File: src/rtl/eag_pkg.sv
package eag_pkg;

    localparam int AW      = 16;
    localparam int IW      = 16;
    localparam int OPC_W   = 4;
    localparam int PCOFF_W = 9;
    localparam int BOFF_W  = 6;

    localparam logic [OPC_W-1:0] OP_LD  = 4'b0010;
    localparam logic [OPC_W-1:0] OP_ST  = 4'b0011;
    localparam logic [OPC_W-1:0] OP_LDR = 4'b0110;
    localparam logic [OPC_W-1:0] OP_STR = 4'b0111;
    localparam logic [OPC_W-1:0] OP_LDI = 4'b1010;
    localparam logic [OPC_W-1:0] OP_STI = 4'b1011;
    localparam logic [OPC_W-1:0] OP_LEA = 4'b1110;

    typedef struct packed {
        logic ok;
        logic use_base;
        logic ptr;
        logic mem;
        logic wb;
        logic store;
    } ag_ctrl_t;

    typedef struct packed {
        logic          valid;
        logic [AW-1:0] addr;
        logic          ptr;
        logic          mem;
        logic          wb;
        logic          store;
    } ag_res_t;

    function automatic logic [AW-1:0] sext_pc(input logic [PCOFF_W-1:0] f);
        return {{(AW-PCOFF_W){f[PCOFF_W-1]}}, f};
    endfunction

    function automatic logic [AW-1:0] sext_base(input logic [BOFF_W-1:0] f);
        return {{(AW-BOFF_W){f[BOFF_W-1]}}, f};
    endfunction

endpackage

File: src/rtl/eag_decode.sv
module eag_decode
    import eag_pkg::*;
(
    input  logic [OPC_W-1:0] opc,
    output ag_ctrl_t         ctrl
);
    always_comb begin
        ctrl = '0;
        unique case (opc)
            OP_LD, OP_ST: begin
                ctrl.ok    = 1'b1;
                ctrl.mem   = 1'b1;
                ctrl.store = (opc == OP_ST);
            end
            OP_LDR, OP_STR: begin
                ctrl.ok       = 1'b1;
                ctrl.use_base = 1'b1;
                ctrl.mem      = 1'b1;
                ctrl.store    = (opc == OP_STR);
            end
            OP_LDI, OP_STI: begin
                ctrl.ok    = 1'b1;
                ctrl.ptr   = 1'b1;
                ctrl.mem   = 1'b1;
                ctrl.store = (opc == OP_STI);
            end
            OP_LEA: begin
                ctrl.ok = 1'b1;
                ctrl.wb = 1'b1;
            end
            default: ctrl = '0;
        endcase
    end
endmodule

File: src/rtl/eag_addgen.sv
module eag_addgen
    import eag_pkg::*;
(
    input  logic [PCOFF_W-1:0] off_field,
    input  logic [AW-1:0]      pc,
    input  logic [AW-1:0]      base,
    input  logic               use_base,
    output logic [AW-1:0]      sum
);
    logic [AW-1:0] pc_sum;
    logic [AW-1:0] base_sum;

    // Both sums are built every cycle; carry out of the top bit is dropped.
    assign pc_sum   = pc + sext_pc(off_field);
    assign base_sum = base + sext_base(off_field[BOFF_W-1:0]);
    assign sum      = use_base ? base_sum : pc_sum;
endmodule

File: src/rtl/eag_top.sv
module eag_top
    import eag_pkg::*;
(
    input  logic          clk,
    input  logic          rst,
    input  logic          req_valid,
    input  logic [IW-1:0] req_instr,
    input  logic [AW-1:0] req_pc,
    input  logic [AW-1:0] req_base,
    output logic          ag_valid,
    output logic [AW-1:0] ag_addr,
    output logic          ag_ptr,
    output logic          ag_mem,
    output logic          ag_wb,
    output logic          ag_store
);
    ag_ctrl_t      ctrl;
    logic [AW-1:0] sum;
    ag_res_t       res_q;
    logic          unused_dst;

    assign unused_dst = ^req_instr[IW-OPC_W-1:PCOFF_W];

    eag_decode u_dec (
        .opc  (req_instr[IW-1:IW-OPC_W]),
        .ctrl (ctrl)
    );

    eag_addgen u_add (
        .off_field (req_instr[PCOFF_W-1:0]),
        .pc        (req_pc),
        .base      (req_base),
        .use_base  (ctrl.use_base),
        .sum       (sum)
    );

    always_ff @(posedge clk) begin
        if (rst) begin
            res_q <= '0;
        end else if (req_valid && ctrl.ok) begin
            res_q.valid <= 1'b1;
            res_q.addr  <= sum;
            res_q.ptr   <= ctrl.ptr;
            res_q.mem   <= ctrl.mem;
            res_q.wb    <= ctrl.wb;
            res_q.store <= ctrl.store;
        end else begin
            res_q <= '0;
        end
    end

    assign ag_valid = res_q.valid;
    assign ag_addr  = res_q.addr;
    assign ag_ptr   = res_q.ptr;
    assign ag_mem   = res_q.mem;
    assign ag_wb    = res_q.wb;
    assign ag_store = res_q.store;

    // an idle cycle leaves no result behind
    a_r2_idle_clears: assert property (@(posedge clk) disable iff (rst)
        !req_valid |=> !ag_valid);

    // a pointer always leads to a memory access
    a_r5_ptr_needs_mem: assert property (@(posedge clk) disable iff (rst)
        ag_ptr |-> ag_mem);

    // an address write-back touches no memory
    a_r6_lea_no_mem: assert property (@(posedge clk) disable iff (rst)
        ag_wb |-> (!ag_mem && !ag_ptr && !ag_store));

    // a write is always a memory access
    a_r7_store_is_mem: assert property (@(posedge clk) disable iff (rst)
        ag_store |-> ag_mem);

    // an invalid result carries no address and no flags
    a_r8_quiet_when_invalid: assert property (@(posedge clk) disable iff (rst)
        !ag_valid |-> (ag_addr == '0 && !ag_ptr && !ag_mem && !ag_wb && !ag_store));

    // every valid result names exactly one action
    a_r8_valid_has_action: assert property (@(posedge clk) disable iff (rst)
        ag_valid |-> $onehot({ag_mem, ag_wb}));
endmodule

File: config.mk
export PLATFORM = sky130hd
export DESIGN_NAME = eag_top
export DESIGN_NICKNAME = d
export VERILOG_FILES = /design/src/rtl/eag_pkg.sv /design/src/rtl/eag_decode.sv /design/src/rtl/eag_addgen.sv /design/src/rtl/eag_top.sv
export SDC_FILE = /design/constraint.sdc
export NUM_CORES = 1
export LEC_CHECK = 0
export CAP_MARGIN = 20
export CORE_MARGIN = 3
export CORE_UTILIZATION = 45
export CTS_CLUSTER_DIAMETER = 120
export DETAILED_ROUTE_END_ITERATION = 16
export DONT_BUFFER_PORTS = 1
export PLACE_DENSITY = 0.67
export SLEW_MARGIN = 20
export SYNTH_ARGS = -nofsm -noshare
export SYNTH_HDL_FRONTEND = slang
export SYNTH_SLANG_ARGS = --single-unit
File: constraint.sdc
create_clock -name clk -period 3.55 [get_ports clk]
set_input_delay 0.71 -clock clk [delete_from_list [all_inputs] [get_ports clk]]
set_output_delay 0.71 -clock clk [all_outputs]
set_load 0.1 [all_outputs]
# --- Yosys cells after proc, flatten, opt, wreduce, memory -nomap -nowiden ---
# Index checks and enable logic that the tools add are counted.
totals:
  ff_bits: 21
  input_bits: 51
op_classes:
  mux: 8
  bitwise: 1
  reduce_logical: 7
  add_sub_neg: 2
  eq_ne: 7
ops:
  columns: ["op", "count"]
  rows:
  - ["$add A16 B16 Y16", 2]
  - ["$mux W21", 1]
  - ["$mux W16", 1]
  - ["$eq A4 B4 Y1 const B", 3]
  - ["$eq A4 B2 Y1 const B", 2]
  - ["$eq A4 B3 Y1 const B", 2]
  - ["$reduce_or A2 Y1", 4]
  - ["$reduce_or A7 Y1", 1]
  - ["$reduce_or A6 Y1", 1]
  - ["$mux W1", 5]
  - ["$pmux W1 S3", 1]
  - ["$logic_and A1 B1 Y1", 1]
  - ["$not A1 Y1", 1]

# --- Longest topological paths before layout ---
logic_depth:
  depth_word: 6
  ltp_mapped: 9
  mapped_depth_nobuf: 9

# --- Cells and area by module ---
# A second synthesis with hierarchy kept.
hier_totals:
  cells_unflattened: 279
  hier_area_um2: 2319.7
modules_own_cells:
  columns: ["mod", "area_each_um2", "instances", "cells_per_inst", "seq_area_each_um2"]
  rows:
  - ["eag_addgen", 1602.8, 1, 222, 0.0]
  - ["eag_top", 671.9, 1, 48, 420.4]
  - ["eag_decode", 45.0, 1, 9, 0.0]

# --- Worst setup path after synthesis ---
# OpenSTA, ideal clock, no wires.
synth_timing:
  path_type: "in2reg"
  start: "input req_instr[0]"
  end: "register res_q, in the netlist ag_addr[12]"
  stages: 9
  t_required_ns: 3.427
  path_buffers: 0
  t_arrival_ns: 2.552
  setup_time_ns: 0.123
  slack_ns: 0.875
  path_cell_list: "ha_1 fa_1 a211oi_2 o21a_1 nor3_1 or3_1 a21oi_1 xor2_1 o22ai_1"
synth_between:
  elab_chain_len: 2
synth_lines:
  columns: ["item", "line", "rtl"]
  rows:
  - ["start: declaration", "eag_top.sv:7", "input logic [IW-1:0] req_instr,"]
  - ["$add A16 B16 Y16, on equally long branches", "eag_addgen.sv:14, eag_addgen.sv:15", null]
  - ["$mux W16 *", "eag_addgen.sv:16", "assign sum = use_base ? base_sum : pc_sum;"]
  - ["end: declaration", "eag_top.sv:19", "ag_res_t res_q;"]
# Every way passes the cells marked *; elsewhere a longest branch is shown, timed or not.
# A chain may end at the register's enable or synchronous reset.

# --- Worst setup path in the final report ---
# Same ends and word-level chain as after synthesis.

==> results.md <==
- The critical path arrival is 2.74 ns.
- In this run the horizontal extent of the chip is 73.3 um.
- The violation count after the first detailed-routing iteration is 139.
- In this run the worst path has a maximum fanout of 3.
- Leaving out filler cells and counting taps, the final layout contains 303.
- For this design the top-level I/O count stands at 72.
- The most frequently used flop master after synthesis is sky130_fd_sc_hd__dfxtp_1.
- The sequential cells in the finished layout cover a total of 420 um^2.
- The fraction of the cycle the final worst path needs is 73.1%.
- Once the clock tree was built, the setup fixing pass inserted 0 buffers.
- The global routing usage on met2 is 26.9%.
- The synthesized netlist devotes 32.5% of its cell area to compound gates.
- For this design the static power due to leakage is 0.928 nW.
- The pin count of the biggest net entering global routing is 17.
- The number of placed instances, taps included is 299.
- The met1 global-route usage is 25.3%.
- After Yosys synthesis, and, or, nand and nor cells account for 15.4% of the synthesized area.
- Dividing the synthesized area by the synthesized cell count gives about 8.1 um^2.
- The number of register bits inferred by synthesis is 21.
- The flow ran to the end, and the final reports show no timing, DRC or antenna violations.
- Of the total synthesized cell area, the portion taken by XOR and XNOR cells is 9.47%.
- In this run, synthesis inferred 0 flip-flops with an integrated enable.
- The CTS tree is yes.
- In the final layout, the multi-input gates occupy ~1600 um^2.
- The critical path is of the input port to register type.
- The maximum clock rate is 0.385 GHz.
- The number of antenna diodes in the final layout is 0.
- Input and output buffers added on the ports amount to 0.
- The maximum buffer depth of the clock tree is 2.
- The required time at the endpoint of the critical path is 3.69 ns.
- The number of buffers added by the clock tree synthesis step is 3.
- The number of pins exceeding their max-slew limit in the final report is 0.
- For this run, the register share of the synthesized area comes to between 20 and 25%.
- The effective utilization at floorplan is 48.8%.
- The CTS sink count is 21.
- STA classifies the critical path startpoint as an input port.
- By area, the combinational part of the netlist is dominated by compound AO/OA/AOI/OAI gates.
- The clock period minus worst slack is about 2.6 ns.
- The floorplan step defined a core boundary enclosing 4170 um^2.
- The distinct cell type count after synthesis is 39.
- The final layout contains 337 nets.
- The multiplexer fraction of the synthesized cell area is 0.492%.
- The met3 layer usage reported by global route is 3.42%.
- Dividing the detail-routed wire length by the instance count gives between 15 and 20 um.
- The sum of overflow across all layers after global routing is 0.
- The floorplan has 23 rows.
- CTS built an H-tree with a depth of 1.
- The maximum resistive drop on vdd is 136 uV.
- The detail route stage leaves a number of antenna-violating nets equal to 0.
- In this run the most used layer during global routing was met2.
- The die extent in y is about 73 um.
- The die covers 5370 um^2.
- The number of global-route vias before repair is roughly 1,700.
- Cells with a size suffix above 1 make up 5.14% of the layout.
- At the pin with the least slew margin, the transition time is 0.957 ns.
- The placer congestion estimate is 0.858.
- Overall power consumption after layout is estimated at 750 uW.
- The final hold slack is ~0.52 ns.
- The worst slew slack as a fraction of its limit is 36.1%.
- The number of nets in the synthesized netlist is 335.
- The total half-perimeter wirelength after legalization and detailed placement is 3880 um.
- The number of antenna violations at the first check in global routing came to 0.
- The instance count of the mapped netlist is 252.
- Setup repair after global routing left no endpoint under its margin.
- STA classifies the critical path endpoint as a register.
- The total wirelength of the detailed-routed design is roughly 4700 um.
- The root buffer cell chosen for the clock tree is sky130_fd_sc_hd__clkbuf_8.
- The tool flagged a number of max-cap violations equal to 0.
- The number of vias in the routed layout is 1,846.
- For this run, the number of Yosys warnings is 0.
- The layout filler cell count is 419.
- In this run the worst hold path is classified as input port to register.
- The final-report hold violation count is 0.
- Clock-pin slew was measured on the worst setup and hold paths at 0.07 ns.
- In this run the power density over the cells is 351 nW/um^2.
- The count of unresolved DRC violations after routing is 0.
- The area of the mapped netlist is 2040 um^2.
- The vias per cell is 6.09.
- In this run, post-CTS repair resized a total of 0 instances.
- For this run, the share of the core covered by cells in the final layout is 51.2%.
- The first global-routing pass estimated about 7600 um of wire.
- The combined global-route utilization of all metal layers is 17.6%.
- The final sum of negative setup slack is 0 ns.
- The total of hold buffers inserted after clock tree synthesis is 0.
- From synthesis to final layout, the design area changed by 4.98%.
- The number of endpoints failing setup at the final stage is 0.
- The first TritonRoute pass finished after 4 iterations.
- After Yosys synthesis, full adders, half adders and majority gates account for 20.4% of the synthesized area.
- The share of async-settable or async-resettable flops after synthesis is 0%.
-- placed cells by master, fill, tap and decap left out, types with 3 or more instances in the layout --
master	Yosys	layout
sky130_fd_sc_hd__o21bai_1	3	3
sky130_fd_sc_hd__dfxtp_1	21	21
sky130_fd_sc_hd__xor2_1	10	10
sky130_fd_sc_hd__o21ai_1	4	4
sky130_fd_sc_hd__o211ai_1	3	3
sky130_fd_sc_hd__ha_1	30	30
sky130_fd_sc_hd__nor2_1	21	21
sky130_fd_sc_hd__xnor2_1	12	12
sky130_fd_sc_hd__clkbuf_8	0	3
sky130_fd_sc_hd__a21oi_1	31	31
sky130_fd_sc_hd__nand2_1	27	27
sky130_fd_sc_hd__nand3_1	5	5
sky130_fd_sc_hd__o21ai_0	11	11
sky130_fd_sc_hd__o22ai_1	4	4
sky130_fd_sc_hd__a211oi_1	11	11
sky130_fd_sc_hd__a21o_1	14	14
sky130_fd_sc_hd__nor3_1	7	7
sky130_fd_sc_hd__o21a_1	4	4
-- cells in the mapped netlist, types with 5 or more instances --
master / n / area share (%)
sky130_fd_sc_hd__a21oi_1: 31 / 7.6
sky130_fd_sc_hd__ha_1: 30 / 18
sky130_fd_sc_hd__nand2_1: 27 / 5.0
sky130_fd_sc_hd__dfxtp_1: 21 / 21
sky130_fd_sc_hd__nor2_1: 21 / 3.9
sky130_fd_sc_hd__a21o_1: 14 / 5.2
sky130_fd_sc_hd__xnor2_1: 12 / 5.2
sky130_fd_sc_hd__a211oi_1: 11 / 4.1
sky130_fd_sc_hd__o21ai_0: 11 / 2.7
sky130_fd_sc_hd__xor2_1: 10 / 4.3
sky130_fd_sc_hd__nor3_1: 7 / 1.7
sky130_fd_sc_hd__nand3_1: 5 / 1.2
-- power by group --
group	switching [mW]	leakage, nW	internal [mW]
Clock	0.0732	0.0255	0.0780
Sequential	0.0722	0.171	0.245
Combinational	0.159	0.731	0.122
-- cells by family (layout without fill, tap and decap cells) --
family                   after synthesis  in the layout
AO/OA/AOI/OAI                         99             99
AND/OR/NAND/NOR                       71             71
adder cells (fa/ha/maj)               32             32
XOR/XNOR                              22             22
flip-flops                            21             21
buffers and inverters                  6              7
multiplexers                           1              1
-- final timing paths --
path | startpoint | depth (start not counted) | end
max | req_instr[0] | 9 | ag_addr[12]$_SDFF_PP0_
min | req_instr[14] | 1 | ag_ptr$_SDFF_PP0_
-- metrics by stage --
stage / cell area [um^2] / worst slack, ns
6_report: 2140 / 0.956
5_1_grt: 2140 / 0.799
4_1_cts: 2140 / 0.965
3_5_place_dp: 2090 / 0.698
3_3_place_gp: 2090 / 0.709
2_1_floorplan: 2040 / 0.875
-- sequential cells by signal, summed over array words and instances (netlist names) --
signal / flops
ag_store: 1
ag_ptr: 1
ag_addr: 16
ag_wb: 1
ag_mem: 1
ag_valid: 1
-- routing by layer --
layer	part of all wire [%]	wire length, um
met1	48	2270
met2	44	2070
met3	7.2	340
met4	0.76	36
met5	0	0
-- area by class of cell --
| type | count | area share, % |
|---|---|---|
| Multi-Input combinational cell | 225 | 74.5 |
| Clock buffer | 3 | 1.93 |
| Tap cell | 50 | 2.93 |
| Timing Repair Buffer | 1 | 0.351 |
| Inverter | 2 | 0.351 |
| Clock inverter | 1 | 0.234 |
| Sequential cell | 21 | 19.7 |
-- critical path: stages --
cell and delay [ns]:
sky130_fd_sc_hd__ha_1 0.22, sky130_fd_sc_hd__fa_1 0.45, sky130_fd_sc_hd__a211oi_2 0.28, sky130_fd_sc_hd__o21a_1 0.19
sky130_fd_sc_hd__nor3_1 0.07, sky130_fd_sc_hd__or3_1 0.35, sky130_fd_sc_hd__a21oi_1 0.19, sky130_fd_sc_hd__xor2_1 0.18
sky130_fd_sc_hd__o22ai_1 0.09
(Power assumes the default switching activity.)
